## src/rtl/ovc_wdt_pkg.sv

```systemverilog
package ovc_wdt_pkg;

    localparam int CNT_W  = 8;
    localparam int CODE_W = 5;

    typedef enum logic {
        SEL_COUNT = 1'b0,
        SEL_CTRL  = 1'b1
    } reg_sel_e;

    // control register: [7] direct source, [6] enable, [5] alarm, [4:0] safe code
    typedef struct packed {
        logic              direct;
        logic              enable;
        logic              alarm;
        logic [CODE_W-1:0] safe;
    } ctrl_t;

    typedef struct packed {
        logic              direct;
        logic [CODE_W-1:0] code;
    } fsel_t;

    localparam int CTRL_W = $bits(ctrl_t);

    // software may only clear the alarm flag, never set it
    function automatic ctrl_t ctrl_write(ctrl_t cur, logic [CTRL_W-1:0] d);
        ctrl_t n;
        n       = ctrl_t'(d);
        n.alarm = cur.alarm & d[CODE_W];
        return n;
    endfunction

endpackage

```

## src/rtl/ovc_wdt_regs.sv

```systemverilog
module ovc_wdt_regs
    import ovc_wdt_pkg::*;
#(
    parameter int DEF_COUNT = 16
) (
    input  logic              clk,
    input  logic              rst,
    input  logic              wr_en_i,
    input  reg_sel_e          wr_sel_i,
    input  logic [CTRL_W-1:0] wr_data_i,
    input  logic              expire_i,
    output logic [CNT_W-1:0]  count_o,
    output ctrl_t             ctrl_o,
    output logic              reload_o,
    output logic [CNT_W-1:0]  reload_val_o
);

    logic [CNT_W-1:0] count_q;
    ctrl_t            ctrl_q;

    always_ff @(posedge clk) begin
        if (rst) begin
            count_q <= CNT_W'(DEF_COUNT);
            ctrl_q  <= '0;
        end else begin
            if (wr_en_i && wr_sel_i == SEL_COUNT)
                count_q <= wr_data_i;
            if (wr_en_i && wr_sel_i == SEL_CTRL)
                ctrl_q <= ctrl_write(ctrl_q, wr_data_i);
            else if (expire_i)
                ctrl_q.alarm <= 1'b1;
        end
    end

    assign count_o      = count_q;
    assign ctrl_o       = ctrl_q;
    assign reload_o     = wr_en_i;
    assign reload_val_o = (wr_sel_i == SEL_COUNT) ? wr_data_i : count_q;


    alarm_only_on_expiry_chk: assert property (@(posedge clk) disable iff (rst)
        $rose(ctrl_q.alarm) |-> $past(expire_i));

endmodule

```

## src/rtl/ovc_wdt_timer.sv

```systemverilog
module ovc_wdt_timer
    import ovc_wdt_pkg::*;
#(
    parameter int DEF_COUNT  = 16,
    parameter int UNIT_TICKS = 290
) (
    input  logic             clk,
    input  logic             rst,
    input  logic             tick_i,
    input  logic             run_i,
    input  logic             reload_i,
    input  logic [CNT_W-1:0] reload_val_i,
    output logic             expire_o
);

    logic [CNT_W-1:0] units_q;
    logic             unit_end;

    generate
        if (UNIT_TICKS == 1) begin : g_no_presc
            assign unit_end = 1'b1;
        end else begin : g_presc
            localparam int SUB_W = $clog2(UNIT_TICKS);
            logic [SUB_W-1:0] sub_q;
            assign unit_end = (sub_q == SUB_W'(UNIT_TICKS - 1));
            always_ff @(posedge clk) begin
                if (rst || reload_i)
                    sub_q <= '0;
                else if (tick_i && run_i)
                    sub_q <= unit_end ? '0 : sub_q + SUB_W'(1);
            end
        end
    endgenerate

    assign expire_o = tick_i && run_i && !reload_i && unit_end
                      && (units_q <= CNT_W'(1));

    always_ff @(posedge clk) begin
        if (rst)
            units_q <= CNT_W'(DEF_COUNT);
        else if (reload_i)
            units_q <= reload_val_i;
        else if (tick_i && run_i && unit_end)
            units_q <= (units_q > CNT_W'(1)) ? units_q - CNT_W'(1) : '0;
    end


    reload_chk: assert property (@(posedge clk) disable iff (rst)
        reload_i |=> units_q == $past(reload_val_i));


    hold_when_idle_chk: assert property (@(posedge clk) disable iff (rst)
        (!run_i && !reload_i) |=> $stable(units_q));

endmodule

```

## src/rtl/ovc_wdt_rstpulse.sv

```systemverilog
module ovc_wdt_rstpulse
    import ovc_wdt_pkg::*;
#(
    parameter int RST_TICKS = 4
) (
    input  logic  clk,
    input  logic  rst,
    input  logic  tick_i,
    input  logic  expire_i,
    input  logic  div_upd_i,
    input  fsel_t sel_i,
    output logic  rst_n_o
);

    localparam int PC_W = (RST_TICKS > 1) ? $clog2(RST_TICKS) : 1;

    fsel_t            prev_q;
    logic             active_q;
    logic [PC_W-1:0]  pcnt_q;
    logic             event_w;

    assign event_w = expire_i || (sel_i != prev_q) || (div_upd_i && sel_i.direct);

    always_ff @(posedge clk) begin
        if (rst) begin
            prev_q   <= sel_i;
            active_q <= 1'b0;
            pcnt_q   <= '0;
        end else begin
            prev_q <= sel_i;
            if (!active_q) begin
                if (event_w) begin
                    active_q <= 1'b1;
                    pcnt_q   <= '0;
                end
            end else if (tick_i) begin
                if (pcnt_q == PC_W'(RST_TICKS - 1))
                    active_q <= 1'b0;
                else
                    pcnt_q <= pcnt_q + PC_W'(1);
            end
        end
    end

    assign rst_n_o = ~active_q;


    release_on_tick_chk: assert property (@(posedge clk) disable iff (rst)
        $fell(active_q) |-> $past(tick_i));


    event_starts_pulse_chk: assert property (@(posedge clk) disable iff (rst)
        (event_w && !active_q) |=> !rst_n_o);

endmodule

```

## src/rtl/ovc_watchdog.sv

```systemverilog
module ovc_watchdog
    import ovc_wdt_pkg::*;
#(
    parameter int DEF_COUNT  = 16,
    parameter int UNIT_TICKS = 290,
    parameter int RST_TICKS  = 4
) (
    input  logic              clk,
    input  logic              rst,
    input  logic              tick_i,
    input  logic              wr_en_i,
    input  logic              wr_sel_i,
    input  logic [CTRL_W-1:0] wr_data_i,
    input  logic [CODE_W-1:0] hw_fsel_i,
    input  logic              div_upd_i,
    output logic [CODE_W-1:0] fsel_o,
    output logic              src_direct_o,
    output logic              rst_n_o,
    output logic [CNT_W-1:0]  count_rd_o,
    output logic [CTRL_W-1:0] ctrl_rd_o
);

    ctrl_t            ctrl;
    logic             reload;
    logic [CNT_W-1:0] reload_val;
    logic             expire;
    logic             run;
    fsel_t            active_sel;

    ovc_wdt_regs #(.DEF_COUNT(DEF_COUNT)) u_regs (
        .clk          (clk),
        .rst          (rst),
        .wr_en_i      (wr_en_i),
        .wr_sel_i     (reg_sel_e'(wr_sel_i)),
        .wr_data_i    (wr_data_i),
        .expire_i     (expire),
        .count_o      (count_rd_o),
        .ctrl_o       (ctrl),
        .reload_o     (reload),
        .reload_val_o (reload_val)
    );

    assign run = ctrl.enable && !ctrl.alarm;

    ovc_wdt_timer #(.DEF_COUNT(DEF_COUNT), .UNIT_TICKS(UNIT_TICKS)) u_timer (
        .clk          (clk),
        .rst          (rst),
        .tick_i       (tick_i),
        .run_i        (run),
        .reload_i     (reload),
        .reload_val_i (reload_val),
        .expire_o     (expire)
    );

    assign active_sel.direct = ctrl.direct && !ctrl.alarm;
    assign active_sel.code   = ctrl.alarm ? ctrl.safe : hw_fsel_i;

    ovc_wdt_rstpulse #(.RST_TICKS(RST_TICKS)) u_pulse (
        .clk       (clk),
        .rst       (rst),
        .tick_i    (tick_i),
        .expire_i  (expire),
        .div_upd_i (div_upd_i),
        .sel_i     (active_sel),
        .rst_n_o   (rst_n_o)
    );

    assign fsel_o       = active_sel.code;
    assign src_direct_o = active_sel.direct;
    assign ctrl_rd_o    = ctrl;


    alarm_with_reset_chk: assert property (@(posedge clk) disable iff (rst)
        $rose(ctrl.alarm) |-> !rst_n_o);

endmodule

```

## config.mk

```make
export PLATFORM = sky130hd
export DESIGN_NAME = ovc_watchdog
export DESIGN_NICKNAME = d
export VERILOG_FILES = /design/src/rtl/ovc_wdt_pkg.sv /design/src/rtl/ovc_wdt_regs.sv /design/src/rtl/ovc_wdt_timer.sv /design/src/rtl/ovc_wdt_rstpulse.sv /design/src/rtl/ovc_watchdog.sv
export SDC_FILE = /design/constraint.sdc
export NUM_CORES = 1
export LEC_CHECK = 0
export BUFFER_PORTS_ARGS = -buffer_cell sky130_fd_sc_hd__buf_4
export CAP_MARGIN = 0
export CORE_ASPECT_RATIO = 1.75
export CORE_MARGIN = 2
export CORE_UTILIZATION = 40
export CTS_CLUSTER_DIAMETER = 120
export DETAILED_ROUTE_END_ITERATION = 8
export HOLD_SLACK_MARGIN = 0.03
export PLACE_DENSITY = 0.66
export SYNTH_ARGS = -nofsm -noshare
export SYNTH_HDL_FRONTEND = slang
export SYNTH_SLANG_ARGS = --single-unit
```

## constraint.sdc

```tcl
create_clock -name clk -period 1.6 [get_ports clk]
set_input_delay 0.16 -clock clk [delete_from_list [all_inputs] [get_ports clk]]
set_output_delay 0.16 -clock clk [all_outputs]
set_load 0.05 [all_outputs]
```

==> out/metrics.cfg, run 1 <==
[cells_and_area]
antennaDiodeCount = 0
layout-drive-gt1-share = 0.3930
final_area_mm2 = 0.002942
most-common-layout-cells = buf_4, dfxtp_1, nand2_1
nets = 336
synthToLayoutAreaGrowth_pct = 43.62
final_common_cell = buf_4
n_fill_cell = 458

[clock_tree]
clock_latency_ps = 300
clk_path_buf_depth = 2
clock_sinks = 42
path_clk_slew_ps = 80
h-tree-depth = 2
cts_root_buffer = clkbuf_8
cts_tree = done
cts-buffers-inserted = 5

[routing]
met3_length_um = 177
antenna_left = 0
wl_per_cell_um = 15.39
drt_pass1_iterations = 4
viasPerCell = 5.477
first_iter_violations = 49
vias = 2010
wl_met1_um = 2136
top_layer = met4
met2WireLength_um = 3075
routed_wl_um = 5647
drc_errors = 0

[sta]
finalCritPeriodShare = 1.123
rsz0062_at_grt = yes
fin_ws_ps = -197.1
setup_viol = 20
fin_skew_ps = 7.888
final-hold-violation-count = 0
max_freq_mhz = 556.5
drv_slew = 0
finalWorstPathRequiredPeriod_ps = 1797
tightest_slew_ps = 418.1
maxSlewHeadroom = 0.7209
holdWs_ps = 83.18

[global_routing]
grt_pass1_wl_um = 9094
grt_max_degree = 29
grt_overflow = 0
antenna_found_initial = 0
grt_use_total = 0.2075
first_global_vias = 1983

[setup_path]
worstPathMaxFanout = 3
worstPathArrival_ps = 1990
cp-start-kind = register
cp-end-kind = register
required_ps = 1790
crit_type = register to register

[synth]
syn_area_mm2 = 0.002048
ys_async_sr_fraction = 0
synth_seq_area_share = 0.4105
ys.flop_type = dfxtp_1
synth_edf_count = 0
postSynthCellCount = 239
syn_avg_cell_area_um2 = 8.570
ys_warn_count = 0
synth.distinct_cells = 51
synth_nets = 263
ys_seq_elements = 42

[floorplanning]
die_area_mm2 = 0.005731
rows = 34
io_pins = 42
dieHeight_um = 98.66
start_util = 0.4151
die_w_um = 58.09
coreArea_mm2 = 0.004935

[power]
p_leak_nw = 1.237
vdd_drop_max_uv = 663.1
power_density_mw_per_mm2 = 859.0

[placement]
hpwl_um = 4070
placed_area_mm2 = 0.002639
place.gp.congestion = 0.8848
io_buffer_count = 41

[status]
status = complete, but fails checks
violations = setup timing

[hold_path]
hold_class = input port to register

[run]
drv_cap = 0

area by class of cell:
class,count,area [um2],area share
clock buffer,7,86.33,0.02935
clock inverter,1,30.03,0.01021
inverter,10,37.54,0.01276
multi-input combinational,176,1252,0.4258
sequential,42,855.8,0.2909
tap,54,67.56,0.02297
timing repair buffer,77,611.8,0.2080
cell usage after synthesis (3+ instances only):
master / count / area, um2
dfxtp_1: 42 / 840.8
nand2_1: 33 / 123.9
a21oi_1: 22 / 110.1
nor2_1: 22 / 82.58
inv_1: 10 / 37.54
mux2i_1: 9 / 90.09
nand3_1: 9 / 45.04
clkbuf_1: 8 / 30.03
xor2_1: 7 / 61.31
mux2_2: 6 / 67.56
o21ai_0: 6 / 30.03
ha_1: 5 / 62.56
a31oi_1: 3 / 18.77
nand4_1: 3 / 18.77
nor2b_1: 3 / 18.77
nor4_1: 3 / 18.77
or3_1: 3 / 18.77
power breakdown:
| part | internal, W | switching [W] | total (W) | leakage [nW] |
|---|---|---|---|---|
| logic | 0.000218 | 0.000292 | 0.000510 | 0.830 |
| clock network | 0.000509 | 0.000379 | 0.000888 | 0.0585 |
| registers | 0.00109 | 0.0000416 | 0.00113 | 0.348 |
flip-flops by register name (all words and copies together), names as in the netlist:
signal                 count
u_timer.g_presc.sub_q      9
u_timer.units_q            8
u_regs.ctrl_o              8
u_regs.count_o             8
u_pulse.prev_q             6
u_pulse.pcnt_q             2
u_pulse.active_q           1
final timing paths:
kind,start,endpoint,slack (ps),depth (start not counted)
max,u_timer.units_q[3]$_SDFFE_PP0P_,u_pulse.pcnt_q[0]$_SDFFE_PP0P_,-200,5
min,wr_data_i[4],u_regs.count_o[4]$_SDFFE_PP1P_,80,3
max reg2reg,u_timer.units_q[3]$_SDFFE_PP0P_,u_pulse.pcnt_q[0]$_SDFFE_PP0P_,-200,5
min reg2reg,u_regs.count_o[0]$_SDFFE_PP0P_,u_regs.count_o[0]$_SDFFE_PP0P_,470,2
stage by stage:
step	utilization	worst slack [ps]	setup TNS (ps)	std cells	power [W]
4_1_cts	0.5730	-148.5	-1044	361	0.002513
5_1_grt	0.5961	-239.9	-3357	367	0.002619
2_1_floorplan	-	-216.0	-1264	239	0.001426
3_5_place_dp	0.5347	-217.6	-1677	353	0.001614
6_report	0.5961	-197.1	-2006	367	0.002527
3_3_place_gp	0.5347	-183.3	-1160	353	0.001609
cells by family (layout without fill, tap and decap cells):
logic type | after synthesis | in the layout | synth area share
multiplexers | 15 | 15 | 0.07697
XOR/XNOR | 9 | 9 | 0.03849
flip-flops | 42 | 42 | 0.4105
buffers and inverters | 21 | 95 | 0.03910
AO/OA/AOI/OAI | 50 | 50 | 0.1570
AND/OR/NAND/NOR | 97 | 97 | 0.2474
adder cells (fa/ha/maj) | 5 | 5 | 0.03054
worst max-delay path, stage by stage (launching register included):
cell and delay (ps):
dfxtp_2 330, or4_4 520, nor4_2 310, nand3_1 180, nand4b_1 230, o32ai_2 120
metal layers:
layer  track usage  vias to the layer above
li1              -                     1000
met1        0.2100                      945
met2        0.3750                       47
met3       0.03412                       18
met4        0.1342                        0
met5             0                        -
what timing repair did:
item | in CTS | in global routing
resized for setup | 17 | 18
hold buffers | 0 | 0
pin swaps | 9 | 12
setup buffers | 0 | 6
endpoints found under the setup margin | 22 | 23
(Power assumes the default switching activity.)
==> inputs of run 2 (changes only) <==
Settings changed: PLACE_DENSITY 0.66 to 0.63.
Clock period 1.6 ns to 2 ns, I/O delays scaled along.
==> run 2 against run 1 <==
Effect of this change:
- the flow now finishes without violations
- power fell by 24%
- clock power fell by 23%
- critical path type unchanged
- via count fell by 8.5%
- die area did not move
==> out/metrics.cfg, run 2 (same netlist as run 1, synthesis figures left out) <==
[status]
status = finished, final reports clean

[setup_path]
required_ps = 2220
worstPathArrival_ps = 2130
slowest_delay_ps = 560
crit_buf_inv = 0
worstRegToRegCells = 5
crit_slowest_cell = or4b_4
cp_top_family = simple AND/OR/NAND/NOR gates
cp-start-kind = register
critical_path.cell_chain = or4b_4 -> nor3_4 -> nand2_2 -> or3_1 -> a31oi_1
reg2reg_from = u_timer.g_presc.sub_q[2]$_SDFFE_PP0N_
worstPathMaxFanout = 7
crit_type = register to register
reg2reg_slack_ps = 100
cp-end-kind = register
reg2reg_to = u_timer.units_q[2]$_SDFFE_PP0P_

[sta]
rsz0062_at_grt = no
final-hold-violation-count = 0
maxSlewHeadroom = 0.6455
setup_viol = 0
tightest_slew_ps = 529.8
finalWorstPathRequiredPeriod_ps = 1903
tns_ps = 0
max_freq_mhz = 525.6
fin_skew_ps = 5.119
drv_slew = 0
fin_ws_ps = 97.25
finalCritPeriodShare = 0.9514

[clock_tree]
path_clk_slew_ps = 80
cts_root_buffer = clkbuf_8
ctsResizeCount = 0
clock_latency_ps = 290
cts_tree = done
h-tree-depth = 2
postCtsSetupRepairBufs = 0
cts_hold_buf = 0
cts-buffers-inserted = 5
clk_path_buf_depth = 2
clock_sinks = 42

[cells_and_area]
registers.top_by_ff_count = u_timer.g_presc.sub_q
layout-drive-gt1-share = 0.2310
largest_reg_flops = 9
antennaDiodeCount = 0
final_common_cell = buf_4
fin_util = 0.5084
synthToLayoutAreaGrowth_pct = 22.48
fin_cells = 331
nets = 301
most-common-layout-cells = buf_4, dfxtp_1, nand2_1
n_fill_cell = 484

[hold_path]
min_path_cells = 3
hold_class = input port to register
hold_start = wr_data_i[4]
whs_endpoint = u_regs.count_o[4]$_SDFFE_PP1P_

[routing]
wl_per_cell_um = 14.56
vias = 1840
drt_pass1_iterations = 4
viasPerCell = 5.559
antenna_left = 0
drc_errors = 0
first_iter_violations = 38
routed_wl_um = 4819

[floorplanning]
die_w_um = 58.09
start_util = 0.4151
dieHeight_um = 98.66
rows = 34
coreArea_mm2 = 0.004935
die_area_mm2 = 0.005731
io_pins = 42

[run]
drv_cap = 0

[global_routing]
first_global_vias = 1673
grt_max_degree = 29
grt_use_total = 0.1790
antenna_found_initial = 0
grt_overflow = 0
grt_pass1_wl_um = 7879

[power]
power_w = 0.001908
power_density_mw_per_mm2 = 760.5
p_leak_nw = 1.027
vdd_drop_max_uv = 575.5

[placement]
dp_slack_ps = 134.1
place_inst = 324
io_buffer_count = 41
place.gp.congestion = 0.8619
hpwl_um = 3669

run 2: changes by cell type in the layout (fill, tap and decap cells not counted), sizes merged:
cell / before / now
buf: 77 / 42
clkbuf: 7 / 6
run 2: area by class of cell:
| class | instances | area (um2) | area share |
|---|---|---|---|
| clock inverters | 1 | 30.03 | 0.01197 |
| inverters | 10 | 37.54 | 0.01496 |
| flip-flops and latches | 42 | 842.1 | 0.3357 |
| multi-input cells | 176 | 1134 | 0.4519 |
| repair buffers | 42 | 315.3 | 0.1257 |
| well taps | 54 | 67.56 | 0.02693 |
| clock buffers | 6 | 82.58 | 0.03292 |
run 2: how the worst max path moves through the flow:
stage                                           from                               to  slack, ps  depth (start not counted)
6_report       u_timer.g_presc.sub_q[2]$_SDFFE_PP0N_  u_timer.units_q[2]$_SDFFE_PP0P_        100                          5
5_1_grt              u_timer.units_q[0]$_SDFFE_PP0P_   u_pulse.pcnt_q[0]$_SDFFE_PP0P_          7                          7
4_1_cts        u_timer.g_presc.sub_q[2]$_SDFFE_PP0N_  u_timer.units_q[2]$_SDFFE_PP0P_        100                          5
3_5_place_dp   u_timer.g_presc.sub_q[2]$_SDFFE_PP0N_  u_timer.units_q[2]$_SDFFE_PP0P_        130                          5
3_3_place_gp   u_timer.g_presc.sub_q[2]$_SDFFE_PP0N_  u_timer.units_q[2]$_SDFFE_PP0P_        190                          5
2_1_floorplan          u_regs.ctrl_o[5]$_SDFFE_PP0P_   u_pulse.pcnt_q[0]$_SDFFE_PP0P_         20                          6
run 2: stage by stage:
step | area (um2) | hold WS [ps]
6_report | 2509 | 145.8
5_1_grt | 2509 | 155.2
4_1_cts | 2509 | 136.7
3_5_place_dp | 2396 | 449.3
3_3_place_gp | 2396 | 437.7
2_1_floorplan | 2056 | 321.2
run 2: metal layers:
layer | wire, um | GRT usage | part of all wire
met1 | 1840 | 0.2028 | 0.38
met3 | 213 | 0.03018 | 0.044
met5 | 0 | 0 | 0
met2 | 2593 | 0.3121 | 0.54
met4 | 172 | 0.09123 | 0.036
run 2: tightest hold or removal path, delay by kind of cell:
family	cells	cell delay [ps]
buffers and inverters	1	100
AND/OR/NAND/NOR	2	110
run 2: report_power, final:
| group | leakage [nW] | switching [W] | internal [W] |
|---|---|---|---|
| registers | 0.345 | 0.0000344 | 0.000871 |
| logic | 0.625 | 0.000198 | 0.000120 |
| clock network | 0.0573 | 0.000285 | 0.000399 |
==> inputs of run 3 (changes only) <==
Settings changed: CORE_ASPECT_RATIO 1.75 to 1.1, PLACE_DENSITY 0.63 to 0.66.
Clock period 2 ns to 1.7 ns, I/O delays scaled along.
==> run 3 against run 2 <==
Effect of this change:
- the flow now finishes with violations (setup timing)
- sequential power up 17%
- global-route usage up 0.30 points
- die area down 0.38%
- largest cell class unchanged
==> out/metrics.cfg, run 3 (same netlist as run 1, synthesis figures left out) <==
[status]
status = complete, but fails checks
violations = setup timing

[setup_path]
reg2reg_slack_ps = -20
reg2reg_from = u_timer.g_presc.sub_q[3]$_SDFFE_PP0N_
worstPathMaxFanout = 4
reg2reg_to = u_timer.units_q[2]$_SDFFE_PP0P_
worstRegToRegCells = 5
worstPathArrival_ps = 1950
required_ps = 1920
cp-end-kind = register
crit_type = register to register
cp-start-kind = register

[hold_path]
min_path_cells = 3
hold_class = input port to register
whs_endpoint = u_regs.count_o[4]$_SDFFE_PP1P_
hold_start = wr_data_i[4]

[floorplanning]
coreArea_mm2 = 0.004966
dieHeight_um = 79.05
die_area_mm2 = 0.005709
start_util = 0.4124
io_pins = 42
die_w_um = 72.23
rows = 27

[global_routing]
grt_max_degree = 28
met3_usage = 0.03934
grt_use_total = 0.1819
use_met1 = 0.2325
global_route.peak_usage_layer = met2
first_global_vias = 1757
gr-usage-met2 = 0.3037
antenna_found_initial = 0
grt_pass1_wl_um = 8135
grt_overflow = 0

[sta]
final-hold-violation-count = 0
drv_slew = 0
fin_skew_ps = 12.67
max_freq_mhz = 579.7
setup_viol = 8
rsz0062_at_grt = yes
holdWs_ps = 92.38
tns_ps = -102.2
finalCritPeriodShare = 1.015
finalWorstPathRequiredPeriod_ps = 1725
fin_ws_ps = -24.91
tightest_slew_ps = 332.2
maxSlewHeadroom = 0.7783

[routing]
viasPerCell = 5.176
first_iter_violations = 65
routed_wl_um = 4944
antenna_left = 0
drc_errors = 0
drt_pass1_iterations = 4
vias = 1879
wl_per_cell_um = 13.62

[cells_and_area]
registers.top_by_ff_count = u_timer.g_presc.sub_q
largest_reg_flops = 9
nets = 328
most-common-layout-cells = buf_4, dfxtp_1, nand2_1
synthToLayoutAreaGrowth_pct = 36.84
final_common_cell = buf_4
antennaDiodeCount = 0
layout-drive-gt1-share = 0.3344

[placement]
hpwl_um = 3697
place.gp.congestion = 0.8490
io_buffer_count = 41

[clock_tree]
clock_sinks = 42
path_clk_slew_ps = 90
clock_latency_ps = 300
h-tree-depth = 2
cts-buffers-inserted = 5
clk_path_buf_depth = 2
cts_root_buffer = clkbuf_8
cts_tree = done

[power]
p_leak_nw = 1.189
vdd_drop_max_uv = 579.2
power_w = 0.002474
power_density_mw_per_mm2 = 882.7

[run]
drv_cap = 0

[run 3: cell count changes in the layout (fill, tap and decap cells not counted), moves of 2 or more]
cell | previous run | this run
dfxtp_1 | 41 | 38
nor2_1 | 22 | 20
dfxtp_2 | 1 | 3
buf_4 | 42 | 68
nor2_2 | 0 | 2
[run 3: final cells by class]
| class | count | area (um2) |
|---|---|---|
| Sequential cell | 42 | 848.3 |
| Multi-Input combinational cell | 176 | 1180 |
| Fill cell | 450 | 2163 |
| Tap cell | 58 | 72.57 |
| Clock inverter | 2 | 60.06 |
| Clock buffer | 6 | 82.58 |
| Inverter | 10 | 37.54 |
| Timing Repair Buffer | 69 | 521.8 |
[run 3: worst max-delay path by stage]
| stage | startpoint | to | slack (ps) | cells after the start |
|---|---|---|---|---|
| floorplan | u_regs.ctrl_o[5]$_SDFFE_PP0P_ | u_pulse.pcnt_q[0]$_SDFFE_PP0P_ | -120 | 6 |
| global placement | u_timer.g_presc.sub_q[2]$_SDFFE_PP0N_ | u_timer.units_q[2]$_SDFFE_PP0P_ | -90 | 5 |
| detailed placement | u_timer.g_presc.sub_q[2]$_SDFFE_PP0N_ | u_timer.units_q[4]$_SDFFE_PP1P_ | -130 | 5 |
| CTS | u_timer.g_presc.sub_q[3]$_SDFFE_PP0N_ | u_timer.units_q[2]$_SDFFE_PP0P_ | -70 | 5 |
| global route | u_timer.g_presc.sub_q[3]$_SDFFE_PP0N_ | u_timer.units_q[0]$_SDFFE_PP0P_ | -120 | 7 |
| finish | u_timer.g_presc.sub_q[3]$_SDFFE_PP0N_ | u_timer.units_q[2]$_SDFFE_PP0P_ | -20 | 5 |
[run 3: through the flow]
step | instance area (um2) | utilization | std cells | worst slack (ps)
after detailed placement | 2586 | 0.5208 | 352 | -126.7
after global routing | 2803 | 0.5644 | 363 | -119.8
after CTS | 2773 | 0.5583 | 363 | -65.76
after floorplan | 2067 | - | 239 | -116.0
after global placement | 2586 | 0.5208 | 352 | -90.65
final | 2803 | 0.5644 | 363 | -24.91
[run 3: critical path, stage by stage (launching register included)]
cell     delay (ps)
dfxtp_2         320
or4b_4          550
nor3_4          210
nand2_2         110
or3_1           320
a31oi_1         150
[run 3: per-layer routing]
metal | routed length (um) | up-vias
met5 | 0 | -
met4 | 62 | 0
met3 | 136 | 6
met2 | 2435 | 26
met1 | 2309 | 872
li1 | - | 975
[run 3: repair_timing]
item,4_1_cts,5_1_grt
hold buffers,0,0
hold endpoints to repair,0,0
setup buffers,3,0
gates resized for setup,8,5
pin swaps,7,2
setup endpoints to repair,10,14
[run 3: report_power, final]
| part | switching, W | internal [W] | leakage, nW |
|---|---|---|---|
| Clock | 0.000354 | 0.000627 | 0.0714 |
| Combinational | 0.000250 | 0.000182 | 0.771 |
| Sequential | 0.0000377 | 0.00102 | 0.347 |
